File: src/rtl/mcast_fat_tree.sv
module mcast_fat_tree #(
  parameter int NUM_LEAVES = 16,
  parameter int ROOT_BW    = 4,
  parameter int DW         = 8
) (
  input  logic                             clk,
  input  logic                             rst_n,
  input  logic [ROOT_BW-1:0]               in_valid,
  output logic [ROOT_BW-1:0]               in_ready,
  input  logic [ROOT_BW*NUM_LEAVES-1:0]    in_mask,
  input  logic [ROOT_BW*DW-1:0]            in_data,
  output logic [NUM_LEAVES-1:0]            leaf_valid,
  output logic [NUM_LEAVES*DW-1:0]         leaf_data
);
  localparam int DEPTH = $clog2(NUM_LEAVES);
  localparam int NODES = 2 * NUM_LEAVES;
  localparam int CW    = $clog2(ROOT_BW + 1);

  logic [CW-1:0]    cap [NODES];
  logic [NODES-1:0] hit [ROOT_BW];

  assign cap[0] = '0;
  for (genvar i = 1; i < NODES; i++) begin : g_cap
    localparam int LVL = $clog2(i + 1) - 1;
    localparam int RAW = ROOT_BW >> LVL;
    assign cap[i] = CW'((RAW < 1) ? 1 : RAW);
  end

  for (genvar p = 0; p < ROOT_BW; p++) begin : g_hit
    assign hit[p][0] = 1'b0;
    assign hit[p][NODES-1:NUM_LEAVES] = in_mask[p*NUM_LEAVES +: NUM_LEAVES];
    for (genvar i = 1; i < NUM_LEAVES; i++) begin : g_up
      assign hit[p][i] = hit[p][2*i] | hit[p][2*i+1];
    end
  end

  always_comb begin
    logic [CW-1:0] used [NODES];
    logic          ok;
    for (int i = 0; i < NODES; i++) used[i] = '0;
    in_ready = '0;
    for (int p = 0; p < ROOT_BW; p++) begin
      ok = 1'b1;
      for (int i = 1; i < NODES; i++)
        if (hit[p][i] && used[i] >= cap[i]) ok = 1'b0;
      in_ready[p] = ok;
      if (ok && in_valid[p])
        for (int i = 1; i < NODES; i++)
          if (hit[p][i]) used[i] = used[i] + 1'b1;
    end
  end

  logic [ROOT_BW-1:0]    st_v [DEPTH];
  logic [NUM_LEAVES-1:0] st_m [DEPTH][ROOT_BW];
  logic [DW-1:0]         st_d [DEPTH][ROOT_BW];

  always_ff @(posedge clk) begin
    if (!rst_n) begin
      for (int d = 0; d < DEPTH; d++) st_v[d] <= '0;
    end else begin
      st_v[0] <= in_valid & in_ready;
      for (int d = 1; d < DEPTH; d++) st_v[d] <= st_v[d-1];
    end
  end

  always_ff @(posedge clk) begin
    for (int p = 0; p < ROOT_BW; p++) begin
      st_m[0][p] <= in_mask[p*NUM_LEAVES +: NUM_LEAVES];
      st_d[0][p] <= in_data[p*DW +: DW];
    end
    for (int d = 1; d < DEPTH; d++) begin
      st_m[d] <= st_m[d-1];
      st_d[d] <= st_d[d-1];
    end
  end

  always_comb begin
    leaf_valid = '0;
    leaf_data  = '0;
    for (int p = 0; p < ROOT_BW; p++)
      if (st_v[DEPTH-1][p]) begin
        leaf_valid = leaf_valid | st_m[DEPTH-1][p];
        for (int k = 0; k < NUM_LEAVES; k++)
          if (st_m[DEPTH-1][p][k])
            leaf_data[k*DW +: DW] = leaf_data[k*DW +: DW] | st_d[DEPTH-1][p];
      end
  end
endmodule

File: config.mk
export PLATFORM = sky130hd
export DESIGN_NAME = mcast_fat_tree
export DESIGN_NICKNAME = d
export VERILOG_FILES = /design/src/rtl/mcast_fat_tree.sv
export SDC_FILE = /design/constraint.sdc
export NUM_CORES = 1
export LEC_CHECK = 0
export ABC_AREA = 0
export BUFFER_PORTS_ARGS = -buffer_cell sky130_fd_sc_hd__buf_2
export CAP_MARGIN = 20
export CORE_MARGIN = 1
export CORE_UTILIZATION = 35
export CTS_BUF_LIST = sky130_fd_sc_hd__clkbuf_8
export DETAILED_ROUTE_END_ITERATION = 12
export GPL_ROUTABILITY_DRIVEN = 0
export SYNTH_ARGS = -nofsm -noshare
export SYNTH_HDL_FRONTEND = slang
export SYNTH_SLANG_ARGS = --single-unit
File: constraint.sdc
create_clock -name clk -period 6.45 [get_ports clk]
set_input_delay 0.645 -clock clk [delete_from_list [all_inputs] [get_ports clk]]
set_output_delay 0.645 -clock clk [all_outputs]
set_load 0.01 [all_outputs]
==> results.md, run 1 <==
- Status: completed
- Share of the yosys chip area belonging to registers: 52.67%
- DRT Wirelength: 54,220 µm
- MaxCap Viol Count: 0
- Post-route ant nets: 0
- PortBufs: ~250
- Final worst slack: 0.1563 ns
- Leakage Power: 9.086 nW
- YS warnings: 0
- P&R area growth vs syn: 24.98%
- Worst Path Max Fanout: 6
- GRT Util Overall: 23.53%
- Cell area power density: 269.9 mW/mm²
- Worst-margin pin slew: 0.8567 ns
- Hold Startpoint: in_data[8]
- CTS Root Cell: clkbuf_8
- Clock Skew: 0.04613 ns
- Vias in the first global route: 12,606
- EDFF count, synth: 0
- Via count: approximately 13,000
- DRC: 0
- CTS buffer count: 57
- Grt total ovfl: 0
- Final Non-Filler Cells: 2,440
- Routed length per instance: 22.22 µm
- Placed cell areas: 0.01744 mm²
- Worst reg2reg path depth: 1
- H-tree depth: 2
- Placed Instances: 2,326
- Initial DRC Count: just under 2,000
- Hold Slack: 0.1145 ns
- Initial antenna violation count: 4
- Min Tclk post-route: 6.294 ns
- Height of the chip: 210.4 µm
- Post-layout util: 44.80%
- Skew-Pair Late Insertion Delay: 0.63 ns
- CTS tree: yes
- Hold Vio Cnt, Final: 0
- Max_slew headroom: 42.81%
- Initial Util: 35.85%
- Commonest non-fill, non-tap cell in the layout: dfxtp_1
- Worst Hold Depth: 1
- Global-route wire length before repair: 78,910 µm
- R2r startpoint: st_v[2][1]
- Final setup TNS: 0 ns
- Die span in x: approximately 210 µm
- Pins Over Slew Limit: 0
- Layout cells sized above 1: a little over a quarter
- Worst Setup End Kind: output port
- FF-to-FF setup slack: 5.91 ns
- Hold Path Class: primary input to flop
- Required time of the critical path: 5.80 ns
- Commonest non-fill, non-tap cells in the layout: dfxtp_1, buf_2, a22oi_1
- DP Worst Slack: -0.2730 ns
- Reg-to-Reg End: st_v[3][1]
- Largest net degree at the start of global routing: between 50 and 60
- Final period util: 97.58%
- #FFs+latches synth: 400
- Worst hold endpoint: st_d[0][16]
- Max IR drop VDD: 0.1538 mV
- Clk buf depth: 3
- Post-CTS Hold Fix Bufs: 0
- Clk sinks: 400
- Final nets: roughly 2,000
- Final setup viols: 0
- Cells after Synth: 1,507
- 1st-pass router iterations: 7
- Clock-pin transition on the worst setup and hold timing paths: 0.07 ns
- Ports: 250
- Die Area: 0.04428 mm²
- Detail Placement HPWL: 40,570 µm
- Arr. time, crit path: 5.65 ns
- Avg Inst Size Synth: between 10 and 15 µm²
- Worst setup SP type: primary input
- Drt via density: 5.501
- Overall Power: 5.129 mW
- Main synth FF type: dfxtp_1
- Number of core rows: 75
- Fraction of registers with async set/reset: 0%
- CP Class: primary input to output port
- Synth Cell Area: ~0.015 mm²
- Core outline area: 0.04242 mm²
- Max Clock Freq: around 0.16 GHz
- Number of distinct library cells after synthesis: 59
- Final Cell Area: 0.01900 mm²
-- report_power, final --
group | switching, mW | leakage, nW | internal [mW] | total, mW
Sequential | 0.108 | 3.37 | 2.60 | 2.71
Combinational | 0.191 | 5.01 | 0.139 | 0.330
Clock | 0.919 | 0.704 | 1.17 | 2.09
-- logic make-up after synthesis --
| kind of cell | share of synthesized area (%) |
|---|---|
| flip-flops | 52.67 |
| adder cells (fa/ha/maj) | 7.324 |
| buffers and inverters | 5.176 |
| other | 0.04939 |
| multiplexers | 2.930 |
| AO/OA/AOI/OAI | 17.77 |
| AND/OR/NAND/NOR | 14.09 |
-- critical path, cell delays in order --
cell,delay (ns)
buf_2,0.10
or2_2,0.30
or2_4,0.27
ha_4,0.17
nor4_4,0.29
and4_4,0.30
and3_4,0.31
mux2_4,0.33
inv_1,0.06
ha_1,0.15
nand2b_4,0.12
o2111ai_2,0.13
nor4_2,0.32
buf_4,0.17
nand3_1,0.09
nor3_2,0.16
mux2_4,0.32
or4_4,0.48
or4_4,0.59
nor3_4,0.20
buf_6,0.14
-- worst max path at each step --
stage	startpoint	endpoint	slack, ns	cells after the start
after global placement	in_mask[19]	in_ready[3]	-0.26	22
after CTS	in_mask[19]	in_ready[3]	0.01	21
after floorplan	in_valid[0]	in_ready[3]	0.007	24
final	in_mask[23]	in_ready[3]	0.16	21
after detailed placement	in_mask[19]	in_ready[3]	-0.27	21
after global routing	in_valid[0]	in_ready[3]	-0.04	23
-- final cells by class --
cell class,instances,area (µm²)
fillers,4065,23410
flip-flops and latches,400,8008
multi-input cells,966,6827
repair buffers,342,1986
clock buffers,75,1032
well taps,577,721.9
clock inverters,28,235.2
inverters,51,191.4
diodes,1,2.502
-- routing by layer --
layer	GRT usage [%]	share of wire, %	routed length (µm)	vias up
met2	37.12	43	23580	1067
met4	9.295	4.2	2258	4
li1	-	-	-	5958
met3	5.215	11	6072	196
met5	0	0.10	54	-
met1	31.21	41	22260	6197
-- synthesized netlist by cell type (all sizes together), types with 8 or more instances --
cell type	number	area [µm²]
dfxtp	400	8008
a22oi	208	1562
nand2	177	664.4
clkbuf	119	446.7
ha	89	1114
and2	73	456.7
a32oi	61	534.3
inv	51	191.4
nor2	44	165.2
buf	28	148.9
nand3	24	120.1
mux2i	22	220.2
nor4	21	190.2
mux2	20	225.2
nor3	17	85.08
or2	17	106.4
a21oi	13	65.06
nand2b	13	81.33
o21ai	10	50.05
and3	8	55.05
nand4	8	50.05
o2111ai	8	70.07
o21a	8	60.06
-- registers in the layout (all words and copies together) (netlist names) --
name  count
st_v     16
st_d    128
st_m    256
-- repair_timing --
item	4_1_cts	5_1_grt
pin swaps	3	8
endpoints found under the setup margin	1	1
hold endpoints to repair	0	0
resized for setup	9	41
cloned	2	0
setup buffers	0	8
No activity file was read; power rests on OpenSTA's default activity.
==> inputs of run 2 (changes only) <==
--- a/config.mk
+++ b/config.mk
@@ -6,7 +6,7 @@
 export NUM_CORES = 1
 export LEC_CHECK = 0
 export ABC_AREA = 0
-export BUFFER_PORTS_ARGS = -buffer_cell sky130_fd_sc_hd__buf_2
+export BUFFER_PORTS_ARGS = -buffer_cell sky130_fd_sc_hd__buf_4
 export CAP_MARGIN = 20
 export CORE_MARGIN = 1
 export CORE_UTILIZATION = 35
==> run 2 against run 1 <==
- critical path depth down 2
- sequential power is essentially flat
- worst hold slack worse by 0.0042 ns
- register-to-register slack worse by 0.02 ns
- sequential share of layout area fell by 1.1 points
- highest routed layer is now met4
- cell count is 0.16% higher
- die area is the same
- via count down 0.27%
- fmax fell by 1.3%
==> results.md, run 2 (synthesis gave the netlist of run 1 again) <==
- Hold Vio Cnt, Final: 0 (unchanged)
- Hold Path Class: primary input to flop (unchanged)
- Height of the chip: 210.4 µm (unchanged)
- Vias in the first global route: 12,730 (was 12,606)
- Drt via density: 5.477 (was 5.501)
- Ports: 250 (unchanged)
- Die Area: 0.04428 mm² (unchanged)
- Final setup viols: 0 (unchanged)
- Clk sinks: 400 (unchanged)
- Final period util: 98.88% (was 97.58%)
- Pins Over Slew Limit: 0 (unchanged)
- Worst reg2reg path depth: 1 (unchanged)
- Power share of the clock group: 39.5% (was 40.7%)
- Initial Util: 35.85% (unchanged)
- Final setup TNS: 0 ns (unchanged)
- Crit path to: in_ready[3] (unchanged)
- Biggest regs: st_m: 256 flops, st_d: 128 flops, st_v: 16 flops (unchanged)
- Min Tclk post-route: 6.378 ns (was 6.294 ns)
- Final worst slack: 0.07200 ns (was 0.1563 ns)
- DRT Wirelength: 54,270 µm (was 54,220 µm)
- Worst setup SP type: primary input (unchanged)
- Number of core rows: 75 (unchanged)
- Max IR drop VDD: 0.1429 mV (was 0.1538 mV)
- DRC: 0 (unchanged)
- Clock-pin transition on the worst setup and hold timing paths: 0.06 ns (was 0.07 ns)
- Reg-to-Reg End: st_v[3][1] (unchanged)
- Cell area power density: 258.8 mW/mm² (was 269.9 mW/mm²)
- CTS buffer count: 55 (was 57)
- Global-route wire length before repair: 79,470 µm (was 78,910 µm)
- Commonest non-fill, non-tap cells in the layout: dfxtp_1, buf_4, a22oi_1 (was dfxtp_1, buf_2, a22oi_1)
- Final Cell Area: 0.01950 mm² (was 0.01900 mm²)
- Seq pwr share: 53.7% (was 52.8%)
- CTS Root Cell: clkbuf_8 (unchanged)
- R2r startpoint: st_v[2][1] (unchanged)
- Worst-margin pin slew: 0.8712 ns (was 0.8567 ns)
- Placed cell areas: 0.01807 mm² (was 0.01744 mm²)
- Required time of the critical path: 5.80 ns (about the same)
- Via count: 13,386 (was 13,422)
- Leakage Power: 9.098 nW (was 9.086 nW)
- Detail Placement HPWL: 40,710 µm (was 40,570 µm)
- CP Class: primary input to output port (unchanged)
- Clock Skew: 0.05139 ns (was 0.04613 ns)
- Max_slew headroom: 41.84% (was 42.81%)
- Final nets: 2,009 (unchanged)
- Commonest non-fill, non-tap cell in the layout: dfxtp_1 (unchanged)
- Worst Setup End Kind: output port (unchanged)
- Sw frac: 24.13% (was 23.75%)
- P&R area growth vs syn: 28.23% (was 24.98%)
- Status: completed (unchanged)
- Post-layout util: 45.96% (was 44.80%)
- Arr. time, crit path: 5.73 ns (was 5.65 ns)
- Final Non-Filler Cells: 2,444 (was 2,440)
- Die span in x: 210.4 µm (unchanged)
- Grt total ovfl: 0 (unchanged)
- Initial antenna violation count: 1 (was 4)
- Max Clock Freq: 0.1568 GHz (was 0.1589 GHz)
- CTS tree: yes (unchanged)
- Worst Path Max Fanout: 22 (was 6)
- Switching pwr: 1.217 mW (was 1.218 mW)
- DP Worst Slack: -0.2999 ns (was -0.2730 ns)
- Placed Instances: 2,329 (was 2,326)
- Overall Power: 5.046 mW (was 5.129 mW)
- PortBufs: 248 (unchanged)
- H-tree depth: 2 (unchanged)
- Max reg flops: 256 (unchanged)
- GRT Util Overall: 23.62% (was 23.53%)
- Post-route ant nets: 0 (unchanged)
- Layout cells sized above 1: 27.13% (was 27.28%)
- Gate power share: 6.8% (was 6.4%)
- Largest net degree at the start of global routing: 51 (unchanged)
- Routed length per instance: 22.20 µm (was 22.22 µm)
- Crit. Startpoint: in_mask[27] (was in_mask[23])
- Skew-Pair Late Insertion Delay: 0.63 ns (about the same)
- Int Pwr: 3.828 mW (was 3.911 mW)
- MaxCap Viol Count: 0 (unchanged)
- Largest register by flop count: st_m (unchanged)
- FF-to-FF setup slack: 5.89 ns (was 5.91 ns)
- Clk buf depth: 3 (unchanged)
- Initial DRC Count: 1,808 (was 1,924)
- 1st-pass router iterations: 9 (was 7)
- Core outline area: 0.04242 mm² (unchanged)
- Hold Slack: 0.1102 ns (was 0.1145 ns)
- Worst Hold Depth: 1 (unchanged)
-- run 2: changes by cell type in the layout (fill, tap and decap cells not counted), sizes merged --
cell	before	now
buf	342	343
clkinvlp	0	3
diode	1	2
clkbuf	75	71
clkinv	13	17
bufinv	3	2
-- run 2: layer usage --
layer,GRT usage (%),routed length [µm],vias to the layer above
met5,0,0,-
li1,-,-,5969
met2,36.32,22930,1080
met3,5.870,6365,212
met1,31.18,22140,6125
met4,10.72,2832,0
-- run 2: power by group through the flow --
| stage | logic (mW) | clock network [mW] | registers (mW) |
|---|---|---|---|
| global placement | 0.317 | 0 | 2.75 |
| floorplan | 0.179 | 0 | 2.67 |
| CTS | 0.326 | 2.05 | 2.70 |
| global route | 0.367 | 2.17 | 2.72 |
| finish | 0.343 | 1.99 | 2.71 |
| detailed placement | 0.321 | 0 | 2.76 |
-- run 2: critical path, stage by stage --
cell     delay [ns]
buf_4          0.11
or2_2          0.31
buf_4          0.14
ha_1           0.21
nor4_1         0.41
and4_4         0.34
and3_4         0.26
buf_12         0.18
mux2i_1        0.44
ha_1           0.26
o22ai_1        0.07
nor2_1         0.30
nand3_2        0.13
nor3_2         0.14
mux2_4         0.32
or4_4          0.49
or4_4          0.58
nor3_4         0.23
buf_6          0.14
-- run 2: how the worst min path moves through the flow --
stage | from | to | slack, ns
6_report | in_data[8] | st_d[0][16] | 0.11
5_1_grt | in_data[22] | st_d[0][14] | 0.08
4_1_cts | in_data[19] | st_d[0][11] | 0.08
3_5_place_dp | st_d[0][19] | st_d[1][19] | 0.31
3_3_place_gp | st_d[1][21] | st_d[2][21] | 0.31
2_1_floorplan | st_d[0][0] | st_d[1][0] | 0.31
-- run 2: what timing repair did --
item	4_1_cts	5_1_grt
hold buffers	0	0
gates resized for setup	11	28
pin swaps	1	9
gates cloned	2	0
setup buffers	0	7
endpoints found under the setup margin	1	1
-- run 2: layout make-up --
| class | instances | area [µm²] |
|---|---|---|
| inverters | 51 | 191.4 |
| fillers | 4032 | 22920 |
| clock buffers | 70 | 963.4 |
| clock inverters | 34 | 234.0 |
| flip-flops and latches | 400 | 8008 |
| repair buffers | 344 | 2605 |
| diodes | 2 | 5.005 |
| multi-input cells | 966 | 6768 |
| well taps | 577 | 721.9 |
